`src/rtl/wsg_pkg.sv`:
```
package wsg_pkg;

    typedef enum logic {
        ST_IDLE = 1'b0,
        ST_WAIT = 1'b1
    } wsg_state_e;

    // Widest single wait is 8 + 1 + 8 = 17.
    localparam int unsigned WAIT_W      = 5;
    localparam int unsigned NUM_ROM_WIN = 3;
    localparam int unsigned ROM_BASE    = 8;   // first ROM window region code
    localparam int unsigned SRAM_BASE   = 14;  // SRAM window region code pair
    localparam int unsigned WRAM_CODE   = 2;   // on-board work RAM
    localparam int unsigned WRAM_W16    = 2;
    localparam int unsigned WRAM_W32    = 5;
    localparam int unsigned PF_BIT      = 14;  // prefetch enable bit

    typedef struct packed {
        logic [WAIT_W-1:0] n16;
        logic [WAIT_W-1:0] s16;
        logic [WAIT_W-1:0] n32;
        logic [WAIT_W-1:0] s32;
    } wsg_timing_t;

    // 2-bit first-access / SRAM code to wait cycles.
    function automatic logic [WAIT_W-1:0] first_wait(input logic [1:0] code);
        logic [WAIT_W-1:0] w;
        unique case (code)
            2'd0:    w = WAIT_W'(4);
            2'd1:    w = WAIT_W'(3);
            2'd2:    w = WAIT_W'(2);
            default: w = WAIT_W'(8);
        endcase
        return w;
    endfunction

    // Sequential bit of window 'win': clear gives 2 << win, set gives 1.
    function automatic logic [WAIT_W-1:0] seq_wait(input int unsigned win, input logic fast);
        return fast ? WAIT_W'(1) : WAIT_W'(2 << win);
    endfunction

endpackage

```
`src/rtl/wsg_cfg_reg.sv`:
```
module wsg_cfg_reg #(
    parameter int unsigned CFG_W = 16
) (
    input  logic             clk,
    input  logic             rst_n,
    input  logic             we,
    input  logic [CFG_W-1:0] wdata,
    output logic [CFG_W-1:0] cfg_q
);

    always_ff @(posedge clk or negedge rst_n) begin
        if (!rst_n) begin
            cfg_q <= '0;
        end else if (we) begin
            cfg_q <= wdata;
        end
    end

endmodule

```
`src/rtl/wsg_timing_decode.sv`:
```
module wsg_timing_decode
    import wsg_pkg::*;
#(
    parameter int unsigned REGION_W = 8,
    parameter int unsigned LEN_W    = 4,
    parameter int unsigned CNT_W    = 9
) (
    input  logic [15:0]         cfg,
    input  logic [REGION_W-1:0] region,
    input  logic                wide,
    input  logic                seq,
    input  logic                fetch,
    input  logic                burst,
    input  logic [LEN_W-1:0]    len,
    output logic [CNT_W-1:0]    wait_cnt
);

    wsg_timing_t win_t [NUM_ROM_WIN];
    wsg_timing_t sram_t;
    wsg_timing_t sel;
    logic        is_rom;
    logic        hi_nz;
    logic [3:0]  code;
    logic [CNT_W-1:0] single_c;
    logic [CNT_W-1:0] burst_c;
    logic [CNT_W-1:0] n_m1;
    logic        unused_cfg;

    assign unused_cfg = ^{cfg[15], cfg[13:11]};

    // One timing set per ROM window, fields at a stride of 3 bits.
    for (genvar g = 0; g < NUM_ROM_WIN; g++) begin : g_win
        logic [WAIT_W-1:0] f16;
        logic [WAIT_W-1:0] q16;
        assign f16 = first_wait(cfg[2 + 3*g +: 2]);
        assign q16 = seq_wait(g, cfg[4 + 3*g]);
        assign win_t[g] = '{n16: f16,
                            s16: q16,
                            n32: f16 + WAIT_W'(1) + q16,
                            s32: {q16[WAIT_W-2:0], 1'b1}};
    end

    logic [WAIT_W-1:0] sram_w;
    assign sram_w = first_wait(cfg[1:0]);
    assign sram_t = '{n16: sram_w, s16: sram_w,
                      n32: {sram_w[WAIT_W-2:0], 1'b1},
                      s32: {sram_w[WAIT_W-2:0], 1'b1}};

    assign code  = region[3:0];
    assign hi_nz = |region[REGION_W-1:4];

    always_comb begin
        sel    = '0;
        is_rom = 1'b0;
        if (!hi_nz) begin
            if (code == 4'(WRAM_CODE)) begin
                sel = '{n16: WAIT_W'(WRAM_W16), s16: WAIT_W'(WRAM_W16),
                        n32: WAIT_W'(WRAM_W32), s32: WAIT_W'(WRAM_W32)};
            end
            for (int w = 0; w < NUM_ROM_WIN; w++) begin
                if (code[3:1] == 3'(ROM_BASE/2 + w)) begin
                    sel    = win_t[w];
                    is_rom = 1'b1;
                end
            end
            if (code[3:1] == 3'(SRAM_BASE/2)) begin
                sel = sram_t;
            end
        end
    end

    always_comb begin
        if (cfg[PF_BIT] && fetch && is_rom) begin
            single_c = '0;
        end else if (wide) begin
            single_c = CNT_W'(seq ? sel.s32 : sel.n32);
        end else begin
            single_c = CNT_W'(seq ? sel.s16 : sel.n16);
        end
    end

    assign n_m1    = (len == '0) ? '0 : CNT_W'(len) - CNT_W'(1);
    assign burst_c = CNT_W'(1) + CNT_W'(sel.n32)
                   + n_m1 * (CNT_W'(1) + CNT_W'(sel.s32));

    assign wait_cnt = burst ? burst_c : single_c;

endmodule

```
`src/rtl/wsg_wait_fsm.sv`:
```
module wsg_wait_fsm
    import wsg_pkg::*;
#(
    parameter int unsigned CNT_W = 9
) (
    input  logic             clk,
    input  logic             rst_n,
    input  logic             start,
    input  logic [CNT_W-1:0] wait_cnt,
    output logic             ready,
    output logic             busy
);

    wsg_state_e       state_q, state_d;
    logic [CNT_W-1:0] remain_q, remain_d;

    always_ff @(posedge clk or negedge rst_n) begin
        if (!rst_n) begin
            state_q  <= ST_IDLE;
            remain_q <= '0;
        end else begin
            state_q  <= state_d;
            remain_q <= remain_d;
        end
    end

    always_comb begin
        state_d  = state_q;
        remain_d = remain_q;
        unique case (state_q)
            ST_IDLE: begin
                if (start && (wait_cnt != '0)) begin
                    state_d  = ST_WAIT;
                    remain_d = wait_cnt - CNT_W'(1);
                end
            end
            ST_WAIT: begin
                if (remain_q == '0) begin
                    state_d = ST_IDLE;
                end else begin
                    remain_d = remain_q - CNT_W'(1);
                end
            end
            default: state_d = ST_IDLE;
        endcase
    end

    always_comb begin
        ready = 1'b0;
        busy  = 1'b0;
        unique case (state_q)
            ST_IDLE: ready = start && (wait_cnt == '0);
            ST_WAIT: begin
                busy  = 1'b1;
                ready = (remain_q == '0);
            end
            default: ;
        endcase
    end

endmodule

```
`src/rtl/wait_state_gen.sv`:
```
module wait_state_gen #(
    parameter int unsigned REGION_W = 8,
    parameter int unsigned LEN_W    = 4
) (
    input  logic                clk,
    input  logic                rst_n,
    input  logic                cfg_we_i,
    input  logic [15:0]         cfg_data_i,
    input  logic                start_i,
    input  logic [REGION_W-1:0] region_i,
    input  logic                wide_i,
    input  logic                seq_i,
    input  logic                fetch_i,
    input  logic                burst_i,
    input  logic [LEN_W-1:0]    burst_len_i,
    output logic                ready_o,
    output logic                busy_o
);

    // Largest step is 1 + 17; at most 2^LEN_W - 1 words.
    localparam int unsigned MAX_COST = 18 * ((1 << LEN_W) - 1);
    localparam int unsigned CNT_W    = $clog2(MAX_COST + 1);

    logic [15:0]      cfg_q;
    logic [CNT_W-1:0] wait_cnt;

    wsg_cfg_reg #(.CFG_W(16)) u_cfg (
        .clk   (clk),
        .rst_n (rst_n),
        .we    (cfg_we_i),
        .wdata (cfg_data_i),
        .cfg_q (cfg_q)
    );

    wsg_timing_decode #(
        .REGION_W (REGION_W),
        .LEN_W    (LEN_W),
        .CNT_W    (CNT_W)
    ) u_dec (
        .cfg      (cfg_q),
        .region   (region_i),
        .wide     (wide_i),
        .seq      (seq_i),
        .fetch    (fetch_i),
        .burst    (burst_i),
        .len      (burst_len_i),
        .wait_cnt (wait_cnt)
    );

    wsg_wait_fsm #(.CNT_W(CNT_W)) u_fsm (
        .clk      (clk),
        .rst_n    (rst_n),
        .start    (start_i),
        .wait_cnt (wait_cnt),
        .ready    (ready_o),
        .busy     (busy_o)
    );

endmodule

```
`config.mk`:
```
export PLATFORM = sky130hd
export DESIGN_NAME = wait_state_gen
export DESIGN_NICKNAME = d
export VERILOG_FILES = /design/src/rtl/wsg_pkg.sv /design/src/rtl/wsg_cfg_reg.sv /design/src/rtl/wsg_timing_decode.sv /design/src/rtl/wsg_wait_fsm.sv /design/src/rtl/wait_state_gen.sv
export SDC_FILE = /design/constraint.sdc
export NUM_CORES = 1
export LEC_CHECK = 0
export ABC_AREA = 1
export BUFFER_PORTS_ARGS = -buffer_cell sky130_fd_sc_hd__buf_2
export CAP_MARGIN = 20
export CORE_AREA = 4 4 94 87
export CTS_CLUSTER_DIAMETER = 50
export DETAILED_ROUTE_END_ITERATION = 16
export DIE_AREA = 0 0 98 91
export PLACE_DENSITY = 0.84
export RECOVER_POWER = 100
export SYNTH_ARGS = -nofsm -noshare
export SYNTH_HDL_FRONTEND = slang
export SYNTH_SLANG_ARGS = --single-unit
```
`constraint.sdc`:
```
create_clock -name clk -period 7.42 [get_ports clk]
set_input_delay 0.371 -clock clk [delete_from_list [all_inputs] [get_ports clk]]
set_output_delay 0.371 -clock clk [all_outputs]
set_load 0.03 [all_outputs]
```
==> flow_results.xml <==
<?xml version="1.0" encoding="UTF-8"?>
<metrics>
  <group name="power_and_ir_drop">
    <metric name="power.combinational.fraction" unit="">0.585</metric>
    <metric name="report.power.total" unit="mW">0.632</metric>
    <metric name="power_switching_share" unit="">0.467</metric>
    <metric name="clockPowerShare" unit="">0.133</metric>
    <metric name="pwr_density_cell" unit="nW/um2">156</metric>
    <metric name="ir_worst_vdd" unit="V">0.000184</metric>
    <metric name="internal_power" unit="mW">0.337</metric>
    <metric name="share_seq_of_total_power" unit="">0.282</metric>
    <metric name="power.net_switching" unit="mW">0.296</metric>
    <metric name="total_leakage_power" unit="nW">2.33</metric>
  </group>
  <group name="setup_path">
    <metric name="cp_data_required_time" unit="ps">7050</metric>
    <metric name="timing.reg2reg.worst_path_depth" unit="">33</metric>
    <metric name="critPathCapture" unit="">ready_o</metric>
    <metric name="timing.critical_path.slowest_stage_cell" unit="">sky130_fd_sc_hd__fa_1</metric>
    <metric name="critical_path_class" unit="">register to output pin</metric>
    <metric name="worst-path-max-fanout" unit="">4</metric>
    <metric name="endpoint_kind" unit="">output pin</metric>
    <metric name="data_arrival_time_of_the_critical_path" unit="ps">6170</metric>
    <metric name="critical_path.startpoint_type" unit="">register</metric>
    <metric name="r2r_slack" unit="ps">1140</metric>
    <metric name="r2r-start" unit="">u_cfg.cfg_q[1]$_DFFE_PN0P_</metric>
    <metric name="critical_path.reg2reg.endpoint" unit="">u_fsm.remain_q[2]$_DFFE_PN0P_</metric>
    <metric name="setup.worst_path.start" unit="">u_cfg.cfg_q[1]$_DFFE_PN0P_</metric>
    <metric name="crit_path_max_incr_delay" unit="ps">560</metric>
    <metric name="crit_path_most_repeated_cell" unit="">sky130_fd_sc_hd__inv_1</metric>
  </group>
  <group name="layout">
    <metric name="syn2layout_area_growth" unit="%">6.99</metric>
    <metric name="final_util" unit="">0.571</metric>
    <metric name="layout_common_cells" unit="">sky130_fd_sc_hd__nand2_1 (179), sky130_fd_sc_hd__inv_1 (100), sky130_fd_sc_hd__nor2_1 (42), sky130_fd_sc_hd__ha_1 (41)</metric>
    <metric name="final_design_area_excluding_fillers" unit="um2">4040</metric>
    <metric name="final_layout_size_suffix_gt1_frac" unit="">0.122</metric>
    <metric name="most_common_library_cell_in_the_layout_ignoring_fill_and_taps" unit="">sky130_fd_sc_hd__nand2_1</metric>
    <metric name="design.final.nets" unit="">704</metric>
    <metric name="inserted_diodes" unit="">0</metric>
    <metric name="final_cell_count_no_fill" unit="">698</metric>
  </group>
  <group name="floorplan">
    <metric name="chipHeight" unit="um">91</metric>
    <metric name="initial_core_util" unit="">0.534</metric>
    <metric name="core_area" unit="um2">7080</metric>
    <metric name="dieWidth" unit="um">98</metric>
    <metric name="floorplan.io_pins" unit="">38</metric>
    <metric name="placement_rows" unit="">29</metric>
    <metric name="die-area" unit="um2">8920</metric>
  </group>
  <group name="synth">
    <metric name="synth-edff-count" unit="">0</metric>
    <metric name="yosysUniqueCellTypes" unit="">39</metric>
    <metric name="ys.flop_type" unit="">sky130_fd_sc_hd__dfrtp_1</metric>
    <metric name="postSynthCellCount" unit="">570</metric>
    <metric name="synthesis.area_per_instance" unit="um2">6.63</metric>
    <metric name="postSynthRegisterBits" unit="">22</metric>
    <metric name="yosysWarnings" unit="">0</metric>
    <metric name="mappedNetlistArea" unit="um2">3780</metric>
    <metric name="part_of_the_yosys_area_used_for_sequential_elements" unit="">0.146</metric>
    <metric name="async_flop_share" unit="">1.00</metric>
  </group>
  <group name="sta">
    <metric name="worst_pin_slew" unit="ps">1170</metric>
    <metric name="hold_violations" unit="">0</metric>
    <metric name="timing.final.setup_violations" unit="">0</metric>
    <metric name="clock-skew-final" unit="ps">1.67</metric>
    <metric name="rsz0062_at_grt" unit="">no</metric>
    <metric name="achievable-frequency" unit="MHz">153</metric>
    <metric name="setup_total_negative_slack" unit="ps">0</metric>
    <metric name="timing.slew.headroom" unit="">0.222</metric>
    <metric name="holdWs" unit="ps">322</metric>
    <metric name="finalMaxSlewViolations" unit="">0</metric>
    <metric name="setup_ws" unit="ps">882</metric>
    <metric name="final_min_period_over_clock_period" unit="">0.881</metric>
    <metric name="min_period" unit="ps">6540</metric>
  </group>
  <group name="detailed_routing">
    <metric name="routed_wirelength" unit="um">8230</metric>
    <metric name="detail_routed_via_count_per_cell" unit="">5.02</metric>
    <metric name="routed-via-count" unit="">3501</metric>
    <metric name="detail_route.drc_violations" unit="">0</metric>
    <metric name="drt_first_pass_iters" unit="">5</metric>
    <metric name="dr_wl_cell" unit="um">11.8</metric>
    <metric name="postRouteAntennaNets" unit="">0</metric>
    <metric name="drt_first_iter_violations" unit="">242</metric>
  </group>
  <group name="clock_tree">
    <metric name="cts_max_level" unit="">1</metric>
    <metric name="cts-buffers-inserted" unit="">3</metric>
    <metric name="worstSkewPairLatency" unit="ps">250</metric>
    <metric name="tritoncts_num_sinks" unit="">22</metric>
    <metric name="clock_tree_buffer_depth" unit="">2</metric>
    <metric name="cts.reportedPaths.clkPinSlew" unit="ps">80</metric>
    <metric name="cts_root_buf" unit="">sky130_fd_sc_hd__clkbuf_8</metric>
    <metric name="postCtsHoldBufs" unit="">0</metric>
    <metric name="clock_tree_from_tritoncts" unit="">built</metric>
    <metric name="cts_repair_resize_count" unit="">0</metric>
    <metric name="post-cts-setup-buffers" unit="">0</metric>
  </group>
  <group name="placed_design">
    <metric name="pre_cts_slack" unit="ps">962</metric>
    <metric name="dp.final_hpwl" unit="um">7120</metric>
    <metric name="place.gp.congestion" unit="">0.912</metric>
    <metric name="portBuffers" unit="">33</metric>
    <metric name="placed_area" unit="um2">4030</metric>
    <metric name="post-place-cells" unit="">694</metric>
  </group>
  <group name="grt">
    <metric name="grt_max_degree" unit="">24</metric>
    <metric name="antenna_found_initial" unit="">1</metric>
    <metric name="global_route.peak_usage_layer" unit="">met2</metric>
    <metric name="gr-usage-met2" unit="">0.329</metric>
    <metric name="grt_pass1_vias" unit="">3519</metric>
    <metric name="grt_util_all_layers" unit="">0.191</metric>
    <metric name="overflow_left_after_global_routing" unit="">0</metric>
    <metric name="grt_util_met3" unit="">0.0138</metric>
    <metric name="global_route.usage.met1" unit="">0.264</metric>
    <metric name="grt_first_pass_wirelength" unit="um">14800</metric>
  </group>
  <group name="run_status">
    <metric name="outcome" unit="">complete, no violations</metric>
  </group>
  <group name="min_path">
    <metric name="min_path_type" unit="">input pin to async pin</metric>
  </group>
  <group name="flow_run">
    <metric name="maxCapViolations" unit="">0</metric>
  </group>
</metrics>
[power groups by stage]
stage                     registers [mW]  logic (mW)  clock network (mW)
after floorplan                    0.172       0.308                   0
after global placement             0.178       0.368                   0
after detailed placement           0.180       0.381                   0
after CTS                          0.177       0.383              0.0859
after global routing               0.182       0.427              0.0939
final                              0.178       0.370              0.0842
[Yosys cell counts, drive strengths merged, types with 3 or more instances]
cell,number,area [um2]
a21oi,15,75.1
buf,4,40.0
clkbuf,3,11.3
dfrtp,22,551
fa,21,420
ha,41,513
inv,106,405
nand2,193,777
nand3,30,173
nand3b,3,22.5
nand4,12,75.1
nor2,55,280
o21ai,33,188
xnor2,7,61.3
xor2,9,78.8
[sequential cells by signal, summed over array words and instances, names as in the netlist]
| register | flops |
|---|---|
| u_fsm.state_q | 1 |
| u_fsm.remain_q | 9 |
| u_cfg.cfg_q | 12 |
[worst max-delay path: cells and delay by family, from the launching register on]
family                     cells  cell delay (ps)
buffers and inverters          8              670
and+or+nand+nor               10             1010
adders and majority gates      7             2720
DFF                            1              380
xor gates and xnor gates       2              410
AOI/OAI and AO/OA              4              690
[per-layer routing]
metal,vias up,wire length (um)
met5,-,7
met4,2,82
met3,10,298
met2,82,3860
met1,1579,3970
li1,1828,-
[final cells by class]
| class | instances | area, um2 |
|---|---|---|
| inverter | 107 | 409 |
| tap | 93 | 116 |
| sequential | 22 | 551 |
| fill | 683 | 3030 |
| clock buffer | 4 | 55.1 |
| multi-input combinational | 439 | 2750 |
| timing repair buffer | 33 | 161 |
[cell families (layout without fill, tap and decap cells)]
family	count (synthesis)	in the layout	share of synthesized area
adders and majority gates	62	62	0.247
buffers and inverters	114	144	0.122
xor gates and xnor gates	16	16	0.0371
and+or+nand+nor	299	299	0.362
muxes	1	1	0.00298
AOI/OAI and AO/OA	54	54	0.0812
DFF	22	22	0.146
other	2	7	0.00199
[how the worst min path moves through the flow]
| stage | from | slack [ps] | cells past startpoint | endpoint |
|---|---|---|---|---|
| after CTS | rst_n | 80 | 1 | u_fsm.remain_q[4]$_DFFE_PN0P_ |
| after global routing | cfg_data_i[5] | 320 | 3 | u_cfg.cfg_q[5]$_DFFE_PN0P_ |
| after floorplan | rst_n | 80 | 0 | u_cfg.cfg_q[0]$_DFFE_PN0P_ |
| after global placement | rst_n | 360 | 1 | u_fsm.remain_q[5]$_DFFE_PN0P_ |
| final | rst_n | 320 | 1 | u_fsm.remain_q[6]$_DFFE_PN0P_ |
| after detailed placement | rst_n | 360 | 1 | u_fsm.remain_q[4]$_DFFE_PN0P_ |
Power figures use the tool's default switching activity.
